**src/rtl/i2c_strap_pkg.sv**
```systemverilog
`timescale 1ns/1ps
package i2c_strap_pkg;

   localparam int BYTE_W = 8;
   localparam int ADDR_W = 7;
   localparam int CNT_W  = $clog2(BYTE_W + 1);

   typedef enum logic [3:0] {
      TS_IDLE,    // waiting for START
      TS_ADDR,    // shifting the address byte
      TS_AACK,    // driving the address acknowledge
      TS_WDAT,    // receiving a data byte
      TS_WACK,    // driving a data acknowledge
      TS_RDAT,    // sending a data byte
      TS_RACK,    // sampling the controller acknowledge
      TS_RDONE,   // read ended by NACK, waiting for a condition
      TS_SKIP     // not addressed, waiting for a condition
   } tgt_state_t;

   // position of address bit 'bit_idx' among the strap-controlled bits
   function automatic int strap_rank(input logic [ADDR_W-1:0] mask, input int bit_idx);
      int r;
      r = 0;
      for (int k = 0; k < ADDR_W; k++) begin
         if (k < bit_idx && mask[k]) r++;
      end
      return r;
   endfunction

endpackage

```
**src/rtl/i2c_line_sync.sv**
```systemverilog
`timescale 1ns/1ps
module i2c_line_sync #(
   parameter int STAGES = 2
) (
   input  logic clk,
   input  logic rst_n,
   input  logic scl_i,
   input  logic sda_i,
   output logic scl_lvl_o,
   output logic sda_lvl_o,
   output logic scl_rise_o,
   output logic scl_fall_o,
   output logic start_o,
   output logic stop_o
);

   if (STAGES < 2) begin : g_bad_stages
      $error("i2c_line_sync: STAGES must be at least 2");
   end

   logic [STAGES-1:0] scl_chain;
   logic [STAGES-1:0] sda_chain;
   logic              scl_prev;
   logic              sda_prev;

   // bus lines idle high, so every flop resets to 1
   always_ff @(posedge clk or negedge rst_n) begin
      if (!rst_n) begin
         scl_chain <= '1;
         sda_chain <= '1;
         scl_prev  <= 1'b1;
         sda_prev  <= 1'b1;
      end else begin
         scl_chain <= {scl_chain[STAGES-2:0], scl_i};
         sda_chain <= {sda_chain[STAGES-2:0], sda_i};
         scl_prev  <= scl_chain[STAGES-1];
         sda_prev  <= sda_chain[STAGES-1];
      end
   end

   assign scl_lvl_o  = scl_chain[STAGES-1];
   assign sda_lvl_o  = sda_chain[STAGES-1];
   assign scl_rise_o = scl_lvl_o & ~scl_prev;
   assign scl_fall_o = ~scl_lvl_o & scl_prev;
   // a data edge counts as a condition only while the clock stays high
   assign start_o    = scl_lvl_o & scl_prev & sda_prev & ~sda_lvl_o;
   assign stop_o     = scl_lvl_o & scl_prev & ~sda_prev & sda_lvl_o;

endmodule

```
**src/rtl/i2c_addr_match.sv**
```systemverilog
`timescale 1ns/1ps
module i2c_addr_match
   import i2c_strap_pkg::*;
#(
   parameter int                N_STRAP    = 3,
   parameter logic [ADDR_W-1:0] FIXED_BITS = 7'b1000000,
   parameter logic [ADDR_W-1:0] STRAP_MASK = 7'b0010101
) (
   input  logic [N_STRAP-1:0] strap_i,
   input  logic [ADDR_W-1:0]  addr_i,
   output logic               hit_o
);

   if ($countones(STRAP_MASK) != N_STRAP) begin : g_bad_mask
      $error("i2c_addr_match: STRAP_MASK must have N_STRAP ones");
   end
   if ((FIXED_BITS & STRAP_MASK) != '0) begin : g_bad_fixed
      $error("i2c_addr_match: FIXED_BITS overlaps STRAP_MASK");
   end

   logic [ADDR_W-1:0] pattern;

   for (genvar b = 0; b < ADDR_W; b++) begin : g_bit
      if (STRAP_MASK[b]) begin : g_strap
         assign pattern[b] = strap_i[strap_rank(STRAP_MASK, b)];
      end else begin : g_fixed
         assign pattern[b] = FIXED_BITS[b];
      end
   end

   assign hit_o = (addr_i == pattern);

endmodule

```
**src/rtl/i2c_strap_target.sv**
```systemverilog
`timescale 1ns/1ps
module i2c_strap_target
   import i2c_strap_pkg::*;
#(
   parameter int                SYNC_STAGES = 2,
   parameter int                N_STRAP     = 3,
   parameter logic [ADDR_W-1:0] FIXED_BITS  = 7'b1000000,
   parameter logic [ADDR_W-1:0] STRAP_MASK  = 7'b0010101
) (
   input  logic               clk,
   input  logic               rst_n,
   input  logic               scl_i,
   input  logic               sda_i,
   input  logic [N_STRAP-1:0] strap_i,
   output logic               sda_oe_o,
   output logic               sel_o,
   output logic               rd_mode_o,
   output logic               rx_valid_o,
   output logic [BYTE_W-1:0]  rx_data_o,
   output logic               tx_pop_o,
   input  logic [BYTE_W-1:0]  tx_data_i,
   output logic               nack_o
);

   logic scl_lvl, sda_lvl, scl_rise, scl_fall, cond_start, cond_stop;
   logic addr_hit;

   i2c_line_sync #(.STAGES(SYNC_STAGES)) u_sync (
      .clk        (clk),
      .rst_n      (rst_n),
      .scl_i      (scl_i),
      .sda_i      (sda_i),
      .scl_lvl_o  (scl_lvl),
      .sda_lvl_o  (sda_lvl),
      .scl_rise_o (scl_rise),
      .scl_fall_o (scl_fall),
      .start_o    (cond_start),
      .stop_o     (cond_stop)
   );

   tgt_state_t        state;
   logic [CNT_W-1:0]  bit_cnt;
   logic [BYTE_W-1:0] shreg;
   logic              hi_seen;
   logic              ctl_nak;
   logic              oe_q, sel_q, rd_q, rxv_q, pop_q, nck_q;
   logic [BYTE_W-1:0] rxd_q;

   i2c_addr_match #(
      .N_STRAP    (N_STRAP),
      .FIXED_BITS (FIXED_BITS),
      .STRAP_MASK (STRAP_MASK)
   ) u_match (
      .strap_i (strap_i),
      .addr_i  (shreg[BYTE_W-1:1]),
      .hit_o   (addr_hit)
   );

   // conditions are honoured only outside the address phase and its acknowledge
   logic cond_ok;
   assign cond_ok = (state != TS_ADDR) && (state != TS_AACK);

   always_ff @(posedge clk or negedge rst_n) begin
      if (!rst_n) begin
         state   <= TS_IDLE;
         bit_cnt <= '0;
         shreg   <= '0;
         hi_seen <= 1'b0;
         ctl_nak <= 1'b0;
         oe_q    <= 1'b0;
         sel_q   <= 1'b0;
         rd_q    <= 1'b0;
         rxv_q   <= 1'b0;
         pop_q   <= 1'b0;
         nck_q   <= 1'b0;
         rxd_q   <= '0;
      end else begin
         rxv_q <= 1'b0;
         pop_q <= 1'b0;
         nck_q <= 1'b0;
         if (cond_ok && cond_start) begin
            state   <= TS_ADDR;
            bit_cnt <= '0;
            oe_q    <= 1'b0;
            sel_q   <= 1'b0;
            rd_q    <= 1'b0;
         end else if (cond_ok && cond_stop && state != TS_IDLE) begin
            state   <= TS_IDLE;
            oe_q    <= 1'b0;
            sel_q   <= 1'b0;
            rd_q    <= 1'b0;
         end else begin
            unique case (state)
               TS_IDLE, TS_RDONE, TS_SKIP: ;
               TS_ADDR: begin
                  if (scl_rise) begin
                     shreg   <= {shreg[BYTE_W-2:0], sda_lvl};
                     bit_cnt <= bit_cnt + 1'b1;
                  end else if (scl_fall && bit_cnt == CNT_W'(BYTE_W)) begin
                     if (addr_hit) begin
                        state   <= TS_AACK;
                        oe_q    <= 1'b1;
                        sel_q   <= 1'b1;
                        rd_q    <= shreg[0];
                        hi_seen <= 1'b0;
                     end else begin
                        state <= TS_SKIP;
                     end
                  end
               end
               TS_AACK, TS_WACK: begin
                  if (scl_rise) begin
                     hi_seen <= 1'b1;
                  end else if (scl_fall && hi_seen) begin
                     hi_seen <= 1'b0;
                     bit_cnt <= '0;
                     if (state == TS_AACK && rd_q) begin
                        shreg <= tx_data_i;
                        pop_q <= 1'b1;
                        oe_q  <= ~tx_data_i[BYTE_W-1];
                        state <= TS_RDAT;
                     end else begin
                        oe_q  <= 1'b0;
                        state <= TS_WDAT;
                     end
                  end
               end
               TS_WDAT: begin
                  if (scl_rise) begin
                     shreg   <= {shreg[BYTE_W-2:0], sda_lvl};
                     bit_cnt <= bit_cnt + 1'b1;
                  end else if (scl_fall && bit_cnt == CNT_W'(BYTE_W)) begin
                     rxd_q   <= shreg;
                     rxv_q   <= 1'b1;
                     oe_q    <= 1'b1;
                     hi_seen <= 1'b0;
                     state   <= TS_WACK;
                  end
               end
               TS_RDAT: begin
                  if (scl_fall) begin
                     if (bit_cnt == CNT_W'(BYTE_W - 1)) begin
                        oe_q    <= 1'b0;
                        hi_seen <= 1'b0;
                        state   <= TS_RACK;
                     end else begin
                        shreg   <= {shreg[BYTE_W-2:0], 1'b0};
                        oe_q    <= ~shreg[BYTE_W-2];
                        bit_cnt <= bit_cnt + 1'b1;
                     end
                  end
               end
               TS_RACK: begin
                  if (scl_rise) begin
                     hi_seen <= 1'b1;
                     ctl_nak <= sda_lvl;
                  end else if (scl_fall && hi_seen) begin
                     hi_seen <= 1'b0;
                     if (ctl_nak) begin
                        nck_q <= 1'b1;
                        state <= TS_RDONE;
                     end else begin
                        shreg   <= tx_data_i;
                        pop_q   <= 1'b1;
                        oe_q    <= ~tx_data_i[BYTE_W-1];
                        bit_cnt <= '0;
                        state   <= TS_RDAT;
                     end
                  end
               end
               default: state <= TS_IDLE;
            endcase
         end
      end
   end

   assign sda_oe_o   = oe_q;
   assign sel_o      = sel_q;
   assign rd_mode_o  = rd_q;
   assign rx_valid_o = rxv_q;
   assign rx_data_o  = rxd_q;
   assign tx_pop_o   = pop_q;
   assign nack_o     = nck_q;

endmodule

```
**config.mk**
```make
export PLATFORM = sky130hd
export DESIGN_NAME = i2c_strap_target
export DESIGN_NICKNAME = d
export VERILOG_FILES = /design/src/rtl/i2c_strap_pkg.sv /design/src/rtl/i2c_line_sync.sv /design/src/rtl/i2c_addr_match.sv /design/src/rtl/i2c_strap_target.sv
export SDC_FILE = /design/constraint.sdc
export NUM_CORES = 1
export LEC_CHECK = 0
export BUFFER_PORTS_ARGS = -buffer_cell sky130_fd_sc_hd__buf_4
export CORE_MARGIN = 2
export CORE_UTILIZATION = 45
export DETAILED_ROUTE_END_ITERATION = 16
export PLACE_DENSITY_LB_ADDON = 0.1
export SLEW_MARGIN = 10
export SYNTH_ARGS = -nofsm -noshare
export SYNTH_HDL_FRONTEND = slang
export SYNTH_HIERARCHICAL = 1
export SYNTH_SLANG_ARGS = --single-unit
export TNS_END_PERCENT = 10
```
**constraint.sdc**
```tcl
create_clock -name clk -period 3.95 [get_ports clk]
set_input_delay 0 -clock clk [delete_from_list [all_inputs] [get_ports clk]]
set_output_delay 0 -clock clk [all_outputs]
set_load 0.01 [all_outputs]
```
==> results of run 1 <==
[metal layers]
metal	part of all wire [%]	wire, um	up-vias	global-route usage, %
met5	0	0	-	0
li1	-	-	848	-
met2	44	2157	65	29.43
met1	47	2312	846	30.34
met3	7.3	355	6	5.801
met4	0.94	46	0	5.556
[worst paths after layout]
path	to	slack, ns	cells past startpoint
max	hi_seen	1.20	7
min	shreg[3]	0.04	4
max reg2reg	hi_seen	1.20	7
min reg2reg	u_sync/sda_chain[1]	0.36	0
max in group asynchronous	u_sync/scl_prev	3.39	2
min in group asynchronous	state[3]	0.21	2
[logic make-up (layout without fill, tap and decap cells)]
logic type | after synthesis | after routing | synth area share [%]
simple gates | 85 | 85 | 22.27
compound gates | 49 | 49 | 15.43
flops | 38 | 38 | 44.43
mux | 23 | 23 | 11.89
buf+inv | 17 | 46 | 3.190
xor+xnor | 4 | 4 | 1.624
fa+ha+maj | 2 | 2 | 1.160
[worst max-delay path, cell delays in order, from the launching register on]
cell and delay, ns:
dfrtp_1 0.44, or4b_1 0.52, nor4_1 0.82, a211o_1 0.23, o2111a_1 0.18, o211a_1 0.16
o31ai_1 0.07, a32o_1 0.22
[what timing repair did]
action                                 CTS  global route
endpoints found under the hold margin   34             0
hold buffers                             3             0
gates resized for setup                  0             0
[sequential cells by signal, indices dropped and copies added (netlist names)]
signal            count
u_sync/scl_prev       1
u_sync/scl_chain      2
sda_oe_o              1
rd_mode_o             1
state                 4
tx_pop_o              1
nack_o                1
shreg                 8
ctl_nak               1
hi_seen               1
rx_data_o             8
u_sync/sda_prev       1
sel_o                 1
bit_cnt               4
rx_valid_o            1
u_sync/sda_chain      2
[power by group through the flow]
| stage | Combinational [mW] | Sequential (mW) | Clock (mW) |
|---|---|---|---|
| floorplan | 0.153 | 0.501 | 0 |
| global placement | 0.202 | 0.532 | 0 |
| detailed placement | 0.204 | 0.531 | 0 |
| CTS | 0.208 | 0.523 | 0.270 |
| global route | 0.233 | 0.534 | 0.287 |
| finish | 0.206 | 0.525 | 0.260 |
[cell usage in the layout, fill, tap and decap left out, types with 2 or more instances in the layout]
master	instances
dfrtp_1	32
nand2_1	31
buf_4	28
mux2_2	21
nor2_1	16
a21oi_1	11
o21ai_0	10
inv_1	7
nor2b_1	6
dfstp_2	6
clkbuf_8	5
a31oi_1	4
and3b_1	4
xor2_1	4
o32ai_1	3
or3_1	3
nand3_1	3
dlygate4sd3_1	3
nand3b_1	2
o211ai_1	2
a22o_1	2
a21boi_0	2
nand4_1	2
a21o_1	2
nor3_1	2
a32o_1	2
mux2i_1	2
ha_1	2
clkbuf_1	2
and4b_1	2
[layout make-up]
type	instances	area, sq um
clock buffer	7	76.32
clock inverter	1	7.507
fill	430	2155
inverter	7	26.28
multi-input combinational	163	1130
sequential	38	958.4
tap	54	67.56
timing repair buffer	31	240.2
[cell usage after synthesis (3+ instances only)]
cell type  number  area share, %
mux2_2         21             11
nor2_1         16            2.8
a21oi_1        11            2.6
and3b_1         4            1.6
dfrtp_1        32             37
nand3_1         3           0.70
xor2_1          4            1.6
buf_2           4           0.93
o32ai_1         3            1.2
nand2_1        31            5.4
or3_1           3           0.87
nor2b_1         6            1.7
a31oi_1         4            1.2
inv_1           7            1.2
dfstp_2         6            7.3
o21ai_0        10            2.3
clkbuf_1        5           0.87
==> reports/metrics.cfg, run 1 <==
[final_layout]
drive_gt1_share_pct=26.72
syn2layout_area_growth_pct=16.18
nets=263
design_area_sq_um=2506
insertedDiodeCount=0
fin_cells=301
postLayoutCoreUtil_pct=53.77

[synthesis]
yosysSeqAreaShare_pct=44.43
yosys_warnings=6
syn_area_sq_um=2157
synthArstFlopShare_pct=100.0
yosys_most_used_dff=dfrtp_1
postSynthAreaPerCell_sq_um=9.895
ys_seq_elements=38
ys_types=54
synth_edf_count=0
synth_cells=218
synth_nets=235

[floorplan]
die_h_um=73.24
io_pins=29
rows=25
initial_core_util_pct=46.28
fp.dieW_um=73.24
core-area_sq_um=4661
dieArea_sq_um=5363

[timing]
rsz0062_at_grt=false
setup_viol=0
slew_headroom_pct=37.69
slew_viol_final=0
holdWs_ns=0.03506
finalCritPeriodShare_pct=69.53
fin_tns_setup_ns=0
worst_slew_pin_slew_ns=0.9261
skew_ns=0.004907
hold_violations=0
fmax_mhz=364.1
finalCriticalPeriod_ns=2.746
final.setup.worst_slack_ns=1.204

[pwr]
power_switching_share_pct=31.08
peakVddDrop_mv=0.2535
p_comb_share_pct=20.8
switchingPower_uw=307.9
p_int_uw=682.7
seqPwrFrac_pct=53.0
total_power_uw=990.5
p_leak_nw=1.135
power_density_nw_per_um2=395.2
power.share.clock_pct=26.3

[grt]
grt_usage_pct=20.55
overflow=0
grt_pass1_vias=1672
grt_max_degree=39
antenna_found_initial=0
grt_pass1_wl_mm=8.445

[worst_setup_path]
startpoint=shreg[6]
required_ns=4.12
worstPathArrival_ns=2.92
r2r-start=shreg[6]
worstSetupPathType=reg -> reg
critical_path_peak_fanout=5
end_kind=flop
startpoint_type=flop

[placement]
gp_congestion=0.9202
placedCellCount=290
dp_slack_ns=1.217
placed_cell_area_sq_um=2392
dp_hpwl_mm=3.442
port_buffers=28

[run]
maxCapViolCount=0

[clocking]
cts_buffers=5
clk_latency_ns=0.29
clockBufferDepth=2
numClockSinks=38
clkTransAtPathRegs_ns=0.08
cts_tree=built
h-tree-depth=2
root_buffer=clkbuf_8
cts_setup_buffers=0

[routing]
drt_iter0_drc=174
avgRoutedWirePerCell_um=16.18
drt-pass1-iter-count=4
wl_mm=4.871
drcViolationCount=0
ant_nets=0
via_per_inst=5.864
vias=1765

[min_path]
holdCritPathClass=in -> reg
min-delay-start=tx_data_i[3]

[run_status]
status=finished, final reports clean

Power figures use the tool's default switching activity.
==> inputs of run 2 (changes only) <==
clock period = 2.3 ns   (was 3.95 ns; I/O delays follow)
==> reports/metrics.cfg, run 2 (same netlist as run 1, synthesis figures left out) <==
[final_layout]
fin_cells=328  ; +9.0%
syn2layout_area_growth_pct=27.03
ff_latch_area_sq_um=958.4  ; unchanged
fillers=407  ; -5.3%
drive_gt1_share_pct=36.13  ; +9.4 points
insertedDiodeCount=0  ; unchanged
nets=290  ; +10%
layout.cells.most_common_list=55 x buf_4, 32 x dfrtp_1, 31 x nand2_1
postLayoutCoreUtil_pct=58.79  ; +5.0 points
multi_input_area_sq_um=1150  ; +1.8%
final_common_cell=buf_4
design_area_sq_um=2740  ; +9.3%

[timing]
fmax_mhz=457.8  ; +26%
setup_viol=0  ; unchanged
worst_slew_pin_slew_ns=0.4732  ; -0.4529 ns
slew_viol_final=0  ; unchanged
skew_ns=0.005527  ; +0.0006205 ns
finalCriticalPeriod_ns=2.184  ; -0.5621 ns
hold_violations=0  ; unchanged
holdWs_ns=0.03350  ; -0.001564 ns
slew_headroom_pct=68.46  ; +31 points
finalCritPeriodShare_pct=94.97  ; +25 points
rsz0062_at_grt=true

[placement]
placedCellCount=317  ; +9.3%
placed_cell_area_sq_um=2595  ; +8.5%
port_buffers=28  ; unchanged
dp_hpwl_mm=3.852  ; +12%
gp_congestion=0.9470  ; +2.9%

[grt]
grt_usage_pct=20.64  ; +0.093 points
grt_pass1_vias=1778  ; +6.3%
antenna_found_initial=0  ; unchanged
grt_pass1_wl_mm=8.528  ; +0.98%
grt_max_degree=39  ; unchanged
overflow=0  ; unchanged

[worst_setup_path]
reg2reg_depth=7  ; unchanged
rrSetupSlack_ns=0.12  ; -1.09 ns
required_ns=2.49  ; -1.63 ns
startpoint_type=flop
worstPathArrival_ns=2.38  ; -0.54 ns
reg2reg_to=bit_cnt[3]
crit_end=bit_cnt[3]
r2r-start=u_sync/scl_chain[1]
startpoint=u_sync/scl_chain[1]
worstSetupPathType=reg -> reg
critical_path_peak_fanout=5  ; unchanged
end_kind=flop

[routing]
wl_mm=5.212  ; +7.0%
drt-pass1-iter-count=4  ; unchanged
ant_nets=0  ; unchanged
via_per_inst=5.652  ; -3.6%
vias=1854  ; +5.0%
drt_iter0_drc=171  ; -1.7%
avgRoutedWirePerCell_um=15.89  ; -1.8%
drcViolationCount=0  ; unchanged

[floorplan]
die_h_um=73.24  ; unchanged
dieArea_sq_um=5363  ; unchanged
io_pins=29  ; unchanged
fp.dieW_um=73.24  ; unchanged
initial_core_util_pct=46.28  ; unchanged
rows=25  ; unchanged
core-area_sq_um=4661  ; unchanged

[pwr]
p_leak_nw=1.287  ; +13%
peakVddDrop_mv=0.3757  ; +48%
power_density_nw_per_um2=655.4  ; +66%

[min_path]
holdCritPathClass=in -> reg

[run]
maxCapViolCount=0  ; unchanged

[clocking]
cts_tree=built
clkTransAtPathRegs_ns=0.08  ; about the same
root_buffer=clkbuf_8
cts_buffers=5  ; unchanged
numClockSinks=38  ; unchanged
cts_setup_buffers=0  ; unchanged
h-tree-depth=2  ; unchanged
clockBufferDepth=2  ; unchanged
clk_latency_ns=0.29  ; about the same

[run_status]
status=finished, final reports clean

## run 2: metal layers
metal	GRT usage, %	share of wire (%)	wire (um)	up-vias
met5	0	0	0	-
met4	6.379	0.90	47	0
met3	3.867	4.7	243	8
met2	30.43	46	2422	55
met1	30.63	48	2499	881
li1	-	-	-	910
## run 2: area by class of cell
type	count	area share [%]
clock buffers	6	3.014
well taps	54	2.466
repair buffers	58	16.16
clock inverters	2	0.4566
flip-flops and latches	38	34.98
inverters	7	0.9589
multi-input cells	163	41.96
## run 2: repair_timing
item	4_1_cts	5_1_grt
setup endpoints to repair	0	14
gates resized for setup	0	4
endpoints found under the hold margin	34	0
hold buffers	3	0
## run 2: through the flow
| stage | setup slack, ns | setup TNS, ns | power (mW) |
|---|---|---|---|
| CTS | 0.06712 | 0 | 1.804 |
| floorplan | 0.07697 | 0 | 1.124 |
| finish | 0.1157 | 0 | 1.796 |
| global placement | 0.1031 | 0 | 1.310 |
| global route | -0.008504 | -0.02145 | 1.905 |
| detailed placement | 0.08874 | 0 | 1.314 |
## run 2: worst min-delay path by stage
stage	startpoint	to	slack, ns	depth (start not counted)
6_report	tx_data_i[1]	shreg[1]	0.03	4
5_1_grt	tx_data_i[6]	shreg[6]	0.03	4
4_1_cts	tx_data_i[1]	shreg[1]	0.03	4
3_5_place_dp	rst_n	state[0]	0.002	1
3_3_place_gp	rst_n	state[2]	-0.002	1
2_1_floorplan	rst_n	bit_cnt[0]	-0.30	0
## run 2: worst max-delay path: stages, from the launching register on
cell	delay [ns]
dfstp_2	0.57
nor2b_2	0.06
or4b_2	0.61
a21oi_1	0.25
nor4_4	0.08
buf_4	0.17
a21boi_0	0.13
o32ai_1	0.23
## run 2: power by group
group | switching, mW | internal [mW] | leakage (nW)
clock | 0.235 | 0.241 | 0.0472
sequential | 0.113 | 0.773 | 0.483
combinational | 0.203 | 0.231 | 0.757
